--- config.mk ---
export PLATFORM = sky130hd
export DESIGN_NAME = cmo_decoder
export DESIGN_NICKNAME = d
export VERILOG_FILES = /design/src/rtl/cmo_decoder.sv
export SDC_FILE = /design/constraint.sdc
export NUM_CORES = 1
export LEC_CHECK = 0
export BUFFER_PORTS_ARGS = -buffer_cell sky130_fd_sc_hd__buf_2
export CELL_PAD_IN_SITES_DETAIL_PLACEMENT = 0
export CELL_PAD_IN_SITES_GLOBAL_PLACEMENT = 1
export CORE_AREA = 3 3 76 78
export DETAILED_ROUTE_END_ITERATION = 8
export DIE_AREA = 0 0 79 81
export PLACE_DENSITY = 0.81
export SLEW_MARGIN = 40
export SYNTH_ARGS = -nofsm -noshare
export SYNTH_HDL_FRONTEND = slang
export SYNTH_SLANG_ARGS = --single-unit
--- constraint.sdc ---
create_clock -name clk -period 1.1 [get_ports clk]
set_input_delay 0.165 -clock clk [delete_from_list [all_inputs] [get_ports clk]]
set_output_delay 0.165 -clock clk [all_outputs]
set_load 0.005 [all_outputs]
--- src/rtl/cmo_decoder.sv ---
module cmo_decoder (
  input  logic        clk,
  input  logic        rst_n,
  input  logic        req_valid,
  input  logic [2:0]  req_op1,
  input  logic [3:0]  req_crm,
  input  logic [2:0]  req_op2,
  input  logic        req_is_read,
  input  logic        req_dual,
  input  logic        req_user,
  input  logic        req_nonsecure,
  input  logic        cfg_lock_secure,
  output logic [29:0] op_strobe,
  output logic [1:0]  op_fmt,
  output logic        op_undef,
  output logic        op_btc_flush
);
  localparam int NUM_OPS = 30;
  localparam int SELW    = $clog2(NUM_OPS);

  localparam logic [SELW-1:0] OP_INV_I_ALL  = 5'd0;
  localparam logic [SELW-1:0] OP_INV_I_MVA  = 5'd1;
  localparam logic [SELW-1:0] OP_INV_I_IDX  = 5'd2;
  localparam logic [SELW-1:0] OP_FLUSH_PFB  = 5'd3;
  localparam logic [SELW-1:0] OP_BTC_ALL    = 5'd4;
  localparam logic [SELW-1:0] OP_BTC_MVA    = 5'd5;
  localparam logic [SELW-1:0] OP_INV_D_ALL  = 5'd6;
  localparam logic [SELW-1:0] OP_INV_D_MVA  = 5'd7;
  localparam logic [SELW-1:0] OP_INV_D_IDX  = 5'd8;
  localparam logic [SELW-1:0] OP_INV_BOTH   = 5'd9;
  localparam logic [SELW-1:0] OP_CLN_D_ALL  = 5'd10;
  localparam logic [SELW-1:0] OP_CLN_D_MVA  = 5'd11;
  localparam logic [SELW-1:0] OP_CLN_D_IDX  = 5'd12;
  localparam logic [SELW-1:0] OP_SYNC_BAR   = 5'd13;
  localparam logic [SELW-1:0] OP_MEM_BAR    = 5'd14;
  localparam logic [SELW-1:0] OP_PF_I_MVA   = 5'd15;
  localparam logic [SELW-1:0] OP_CI_D_ALL   = 5'd16;
  localparam logic [SELW-1:0] OP_CI_D_MVA   = 5'd17;
  localparam logic [SELW-1:0] OP_CI_D_IDX   = 5'd18;
  localparam logic [SELW-1:0] OP_WAIT_IRQ   = 5'd19;
  localparam logic [SELW-1:0] OP_PAREG_WR   = 5'd20;
  localparam logic [SELW-1:0] OP_XL_CUR     = 5'd21;
  localparam logic [SELW-1:0] OP_XL_OTHER   = 5'd22;
  localparam logic [SELW-1:0] OP_RD_DIRTY   = 5'd23;
  localparam logic [SELW-1:0] OP_RD_PAREG   = 5'd24;
  localparam logic [SELW-1:0] OP_RNG_INV_I  = 5'd25;
  localparam logic [SELW-1:0] OP_RNG_INV_D  = 5'd26;
  localparam logic [SELW-1:0] OP_RNG_CLN_D  = 5'd27;
  localparam logic [SELW-1:0] OP_RNG_CI_D   = 5'd28;
  localparam logic [SELW-1:0] OP_NO_EFFECT  = 5'd29;

  localparam logic [1:0] FMT_SBZ = 2'd0;
  localparam logic [1:0] FMT_MVA = 2'd1;
  localparam logic [1:0] FMT_IDX = 2'd2;
  localparam logic [1:0] FMT_VA  = 2'd3;

  logic [SELW-1:0] sel;
  logic [1:0]      fmt;
  logic            hit, user_ok, ns_block, undef_c, btc_c;

  always_comb begin
    hit     = 1'b1;
    sel     = OP_NO_EFFECT;
    fmt     = FMT_SBZ;
    user_ok = 1'b0;
    if (req_dual) begin
      if (req_is_read) hit = 1'b0;
      else begin
        fmt = FMT_VA;
        case (req_crm)
          4'd5:  sel = OP_RNG_INV_I;
          4'd6:  sel = OP_RNG_INV_D;
          4'd12: begin sel = OP_RNG_CLN_D; user_ok = 1'b1; end
          4'd14: sel = OP_RNG_CI_D;
          default: fmt = FMT_SBZ;
        endcase
      end
    end else if (req_is_read) begin
      if (req_crm == 4'd10 && req_op2 == 3'd6)     sel = OP_RD_DIRTY;
      else if (req_crm == 4'd4 && req_op2 == 3'd0) sel = OP_RD_PAREG;
      else hit = 1'b0;
    end else begin
      case (req_crm)
        4'd0: if (req_op2 == 3'd4) sel = OP_WAIT_IRQ; else hit = 1'b0;
        4'd4: if (req_op2 == 3'd0) sel = OP_PAREG_WR; else hit = 1'b0;
        4'd5:
          case (req_op2)
            3'd0: sel = OP_INV_I_ALL;
            3'd1: begin sel = OP_INV_I_MVA; fmt = FMT_MVA; end
            3'd2: begin sel = OP_INV_I_IDX; fmt = FMT_IDX; end
            3'd4: begin sel = OP_FLUSH_PFB; user_ok = 1'b1; end
            3'd6: sel = OP_BTC_ALL;
            3'd7: begin sel = OP_BTC_MVA; fmt = FMT_MVA; end
            default: hit = 1'b0;
          endcase
        4'd6:
          case (req_op2)
            3'd0: sel = OP_INV_D_ALL;
            3'd1: begin sel = OP_INV_D_MVA; fmt = FMT_MVA; end
            3'd2: begin sel = OP_INV_D_IDX; fmt = FMT_IDX; end
            default: hit = 1'b0;
          endcase
        4'd7: if (req_op2 == 3'd0) sel = OP_INV_BOTH;
        4'd8: begin sel = req_op2[2] ? OP_XL_OTHER : OP_XL_CUR; fmt = FMT_VA; end
        4'd10:
          case (req_op2)
            3'd0: sel = OP_CLN_D_ALL;
            3'd1: begin sel = OP_CLN_D_MVA; fmt = FMT_MVA; end
            3'd2: begin sel = OP_CLN_D_IDX; fmt = FMT_IDX; end
            3'd4: begin sel = OP_SYNC_BAR; user_ok = 1'b1; end
            3'd5: begin sel = OP_MEM_BAR; user_ok = 1'b1; end
            default: hit = 1'b0;
          endcase
        4'd11, 4'd15: sel = OP_NO_EFFECT;
        4'd13: if (req_op2 == 3'd1) begin sel = OP_PF_I_MVA; fmt = FMT_MVA; end
               else hit = 1'b0;
        4'd14:
          case (req_op2)
            3'd0: sel = OP_CI_D_ALL;
            3'd1: begin sel = OP_CI_D_MVA; fmt = FMT_MVA; end
            3'd2: begin sel = OP_CI_D_IDX; fmt = FMT_IDX; end
            default: hit = 1'b0;
          endcase
        default: hit = 1'b0;
      endcase
    end
  end

  assign ns_block = req_nonsecure &&
                    (sel == OP_INV_D_ALL || sel == OP_INV_BOTH || sel == OP_XL_OTHER ||
                     (sel == OP_INV_I_ALL && cfg_lock_secure));
  assign undef_c  = !hit || (req_op1 != 3'd0) || (req_user && !user_ok) || ns_block;
  assign btc_c    = !undef_c && (sel == OP_INV_I_ALL || sel == OP_INV_BOTH);

  always_ff @(posedge clk or negedge rst_n) begin
    if (!rst_n) begin
      op_strobe    <= '0;
      op_fmt       <= FMT_SBZ;
      op_undef     <= 1'b0;
      op_btc_flush <= 1'b0;
    end else if (!req_valid) begin
      op_strobe    <= '0;
      op_fmt       <= FMT_SBZ;
      op_undef     <= 1'b0;
      op_btc_flush <= 1'b0;
    end else begin
      op_strobe    <= undef_c ? '0 : (NUM_OPS'(1) << sel);
      op_fmt       <= undef_c ? FMT_SBZ : fmt;
      op_undef     <= undef_c;
      op_btc_flush <= btc_c;
    end
  end
endmodule

==> results.cfg, run 1 <==
[critical_path]
cp-startpoint = req_crm[2]
worstPathMaxFanout = 5
path_class = in2reg
cp.required_ns = 1.33
endpoint_kind = flop
worst_ep_arrival_time_ns = 2.25
worst_setup_path_start_kind = input pin
crit_chain = buf_12 -> buf_6 -> buf_6 -> nor3b_4 -> buf_6 -> nand3_4 -> a21oi_2 -> a41oi_4 -> nand4bb_1 -> a211oi_4 -> o21a_1
cp_slowest_cell = a211oi_4
max_stage_delay_ns = 0.43
critPathMostFrequentCell = buf_6

[timing]
setup_violations = 34
worst_slack_ns = -0.918
fmax_mhz = 496
post-route-period-util_pct = 183
setup_tns_ns = -27.98
rsz0062_at_grt = yes
worst_slew_pin_slew_ns = 0.383
drv_slew = 0
hold_viol = 0
fin_crit_ns = 2.02
relSlewSlack_pct = 73.8

[cts]
htreeDepth = 2
cts_tree = done
cts.path.max_buffers = 2
root_buffer = clkbuf_8
clkTransAtPathRegs_ns = 0.07
cts.sinks = 34
numCtsBuffers = 5

[yosys]
avgSynthCellArea_um2 = 9.22
ys.warnings.count = 0
synth_top_area_share_pct = 38.8
synth_common_cells = dfrtp_1, nor2_1, a21oi_1, nand2_1, buf_2
ys.flop_type = dfrtp_1
synth.area.top_cells = dfrtp_1, nor2_1, a21oi_1
ys_seq_elements = 34
async_flop_share_pct = 100
syn_inst = 238
synth_edf_count = 0
synth_cell_types = 68
synth_nets = 256
ys_seq_area_share_pct = 38.8
synth_top_area_cell = dfrtp_1
netlist_area_um2 = 2190

[finish]
area_growth_pct = 90.8
fillers = 297
drive_gt1_share_pct = 68.1
fin_cells = 459
antenna_cells = 0
fin_util_pct = 81.5
final_nets = 406

[routing]
drt-vias-per-instance = 5.73
drt_first_pass_iters = 4
wirelength_um = 9130
route.detailed.drc = 0
wl_per_cell_um = 19.9
drt_iter0_drc = 147
final_antenna_net_count = 0
via_count = 2631

[grt]
grt_pass1_wl_um = 12600
grtUsageTotal_pct = 25.4
gr-total-overflow = 0
grt_max_degree = 18
grt_pass1_vias = 2570
antenna_found_initial = 0

[floorplan]
initial_core_util_pct = 42.7
die_area_um2 = 6400
core_um2 = 5140
num_rows = 26
fp.dieH_um = 81
die_w_um = 79
ioPinCount = 52

[placed_design]
placedCellCount = 420
io_buffers = 51
place_congestion = 1.01
hpwl_um = 5360

[hold_path]
min_path_type = in2reg
min_to = op_strobe[9]
hold_depth = 3
worstHoldStart = req_nonsecure

[pwr]
leakage_nw = 1.90
vdd_drop_max_uv = 553
power_density_nw_per_um2 = 790

[outcome]
status = finished with violations
violations = negative setup slack

[job]
maxCapViolations = 0
==> registers in the layout (all words and copies together) (netlist names) <==
register	count
op_fmt	2
op_btc_flush	1
op_undef	1
op_strobe	30
==> critical path: cells and delay by family <==
kind	cells	cell delay, ns
buffers and inverters	4	0.43
AO/OA/AOI/OAI	4	0.97
AND/OR/NAND/NOR	3	0.68
==> area by class of cell <==
| class | instances | area (um^2) | area share, % |
|---|---|---|---|
| Multi-Input combinational cell | 177 | 1790 | 42.6 |
| Timing Repair Buffer | 163 | 1340 | 32.0 |
| Sequential cell | 34 | 851 | 20.3 |
| Tap cell | 70 | 87.6 | 2.09 |
| Clock buffer | 6 | 82.6 | 1.97 |
| Inverter | 7 | 30.0 | 0.717 |
| Clock inverter | 2 | 12.5 | 0.299 |
==> what timing repair did <==
action,4_1_cts,5_1_grt
buffers inserted,18,12
gates cloned,1,0
hold buffers,1,0
endpoints found under the hold margin,25,0
setup endpoints to repair,34,34
pin swaps,35,33
gates resized for setup,80,89
==> metrics by stage <==
step	setup slack, ns	cell area (um^2)	hold slack, ns	power (mW)
CTS	-0.832	3720	0.183	3.08
global placement	-1.22	3080	0.0334	1.95
finish	-0.918	4190	0.199	3.31
detailed placement	-1.27	3080	0.0413	1.95
global route	-1.01	4190	0.200	3.43
floorplan	-0.935	2260	-0.131	1.63
==> report_power, final <==
part	internal (mW)	switching [mW]
Clock	0.502	0.458
Sequential	1.25	0.00100
Combinational	0.539	0.556
Total	2.29	1.01
==> logic make-up (layout without fill, tap and decap cells) <==
logic type,after synthesis,in the layout,synth area share [%]
AO/OA/AOI/OAI,68,68,24.3
XOR/XNOR,4,4,1.60
buffers and inverters,27,178,7.58
flip-flops,34,34,38.8
AND/OR/NAND/NOR,105,105,27.8
==> how the worst max path moves through the flow <==
stage / to / slack, ns / cells after the start
finish: op_undef / -0.92 / 11
global route: op_strobe[0] / -1.01 / 11
CTS: op_undef / -0.83 / 9
detailed placement: op_strobe[14] / -1.27 / 9
global placement: op_strobe[25] / -1.22 / 7
floorplan: op_strobe[24] / -0.94 / 8
==> layer usage <==
metal | track usage, % | routed length (um)
met1 | 29.1 | 3370
met2 | 44.8 | 4630
met3 | 3.33 | 501
met4 | 16.0 | 624
met5 | 0 | 0
==> cell usage in the layout (no fill, tap or decap), types with 3 or more instances in the layout <==
cell and instances:
buf_2 44, a21o_1 4, nand2b_1 3, nand2_4 4
buf_6 26, clkbuf_8 6, nor2b_4 6, o21ai_1 3
nand4bb_1 3, nand2_1 5, buf_4 81, nand2_2 4
buf_8 4, nor2_1 13, o21ai_0 3, nor2_2 13
a21oi_1 7, buf_12 6, nand2_8 3, or4_4 3
inv_1 6, o211ai_1 4, nand3_1 3, dfrtp_1 34
a21oi_2 8, nor2_4 9
(Power assumes the default switching activity.)
==> run 2: changes to the inputs <==
Settings changed: PLACE_DENSITY 0.81 to default, PLACE_DENSITY_LB_ADDON from default to 0.1.
==> run 2 against run 1 <==
Compared with the run above: the run still ends with negative setup slack left; non-clock buffer count shrank 15; maximum frequency grew 3.3%; worst hold slack better by 0.033 ns; core utilization decreased by 5.8 points; via count down 7.4%; count of clock-buffer cells in the layout up 1; clock power decreased by 4.7%; largest cell class unchanged.
==> results.cfg, run 2 (synthesis gave the netlist of run 1 again) <==
[outcome]
status = finished with violations
violations = negative setup slack

[floorplan]
die_area_um2 = 6400
num_rows = 26
core_um2 = 5140
die_w_um = 79
initial_core_util_pct = 42.7
ioPinCount = 52
fp.dieH_um = 81

[timing]
worst_slew_pin_slew_ns = 0.396
fin_crit_ns = 1.95
setup_violations = 34
fmax_mhz = 512
hold_viol = 0
relSlewSlack_pct = 72.9
worst_slack_ns = -0.853
rsz0062_at_grt = yes
post-route-period-util_pct = 178
setup_tns_ns = -26.61
drv_slew = 0

[routing]
drt_iter0_drc = 107
via_count = 2435
final_antenna_net_count = 0
wl_per_cell_um = 17.6
drt_first_pass_iters = 4
drt-vias-per-instance = 5.48
route.detailed.drc = 0
wirelength_um = 7820

[pwr]
power_density_nw_per_um2 = 798
vdd_drop_max_uv = 595
leakage_nw = 1.77

[grt]
grtUsageTotal_pct = 24.4
grt_pass1_wl_um = 12100
grt_max_degree = 35
met2_usage_pct = 45.3
antenna_found_initial = 0
grt_util_met3_pct = 2.55
grt_busiest_layer = met2
gr-total-overflow = 0
met1_usage_pct = 26.9
grt_pass1_vias = 2429

[finish]
largest_register_ffs = 30
largest-register = op_strobe
area_growth_pct = 77.3
top_regs = op_strobe (30), op_fmt (2)
drive_gt1_share_pct = 64.4
most-common-layout-cells = buf_4, buf_2, dfrtp_1
final_nets = 391
fin_cells = 444
layout_commonest_cell = buf_4
antenna_cells = 0

[placed_design]
placedCellCount = 414
place_congestion = 0.938
hpwl_um = 5190
io_buffers = 51
pre_cts_slack_ns = -1.33

[cts]
cts_tree = done
numCtsBuffers = 5
htreeDepth = 2
cts.sinks = 34
root_buffer = clkbuf_8
cts.path.max_buffers = 2
clkTransAtPathRegs_ns = 0.06

[hold_path]
worstHoldStart = req_nonsecure
min_to = op_strobe[9]
hold_depth = 3
min_path_type = in2reg

[critical_path]
cp.required_ns = 1.26
critPathTopFamily = simple AND/OR/NAND/NOR gates
worst_ep_arrival_time_ns = 2.11
endpoint_kind = flop
worstPathMaxFanout = 6
path_class = in2reg
max_stage_delay_ns = 0.52
cp_slowest_cell = or4_4
worst_setup_path_start_kind = input pin
crit_chain = buf_8 -> or2b_4 -> o22ai_4 -> a32o_2 -> o311a_4 -> or4_4 -> nand3b_1 -> nor2_1
cp_num_buf_inv = 1

[job]
maxCapViolations = 0
-- run 2: area by class of cell --
cell class	instances	area, um^2
inverters	7	26.3
clock buffers	7	86.3
well taps	70	87.6
repair buffers	148	1120
multi-input cells	177	1720
fillers	361	1250
clock inverters	1	5.00
flip-flops and latches	34	851
-- run 2: worst max path at each step --
stage / startpoint / to / slack [ns] / cells after the start
after floorplan: req_crm[3] / op_strobe[24] / -0.94 / 8
after global placement: req_crm[2] / op_strobe[24] / -1.32 / 8
after detailed placement: req_crm[3] / op_strobe[24] / -1.33 / 9
after CTS: req_crm[3] / op_strobe[24] / -0.90 / 8
after global routing: req_op2[0] / op_strobe[8] / -0.93 / 9
final: req_crm[3] / op_strobe[8] / -0.85 / 8
-- run 2: per-stage QoR --
step                      utilization, %  hold WS, ns  power, mW  area (um^2)
final                               75.7        0.232       3.11         3890
after detailed placement            58.5        0.201       1.92         3010
after CTS                           69.9        0.210       3.00         3590
after global routing                75.7        0.241       3.23         3890
after floorplan                        -       -0.131       1.63         2260
after global placement              58.5        0.197       1.92         3010
-- run 2: timing repair --
| item | 4_1_cts | 5_1_grt |
|---|---|---|
| pin swaps | 32 | 33 |
| hold buffers | 1 | 0 |
| resized for setup | 74 | 62 |
| endpoints found under the setup margin | 34 | 34 |
| endpoints found under the hold margin | 34 | 0 |
| buffers inserted | 15 | 6 |
-- run 2: metal layers --
metal / up-vias / share of wire [%]
met1: 1177 / 39
met2: 82 / 53
met4: 0 / 4.7
met5: - / 0
li1: 1151 / -
met3: 25 / 3.4
-- run 2: where the power goes --
group          internal [mW]  leakage, nW  switching [mW]
registers               1.25        0.473        0.000432
logic                  0.447         1.25           0.491
clock network          0.504       0.0482           0.411
total                   2.20         1.77           0.903
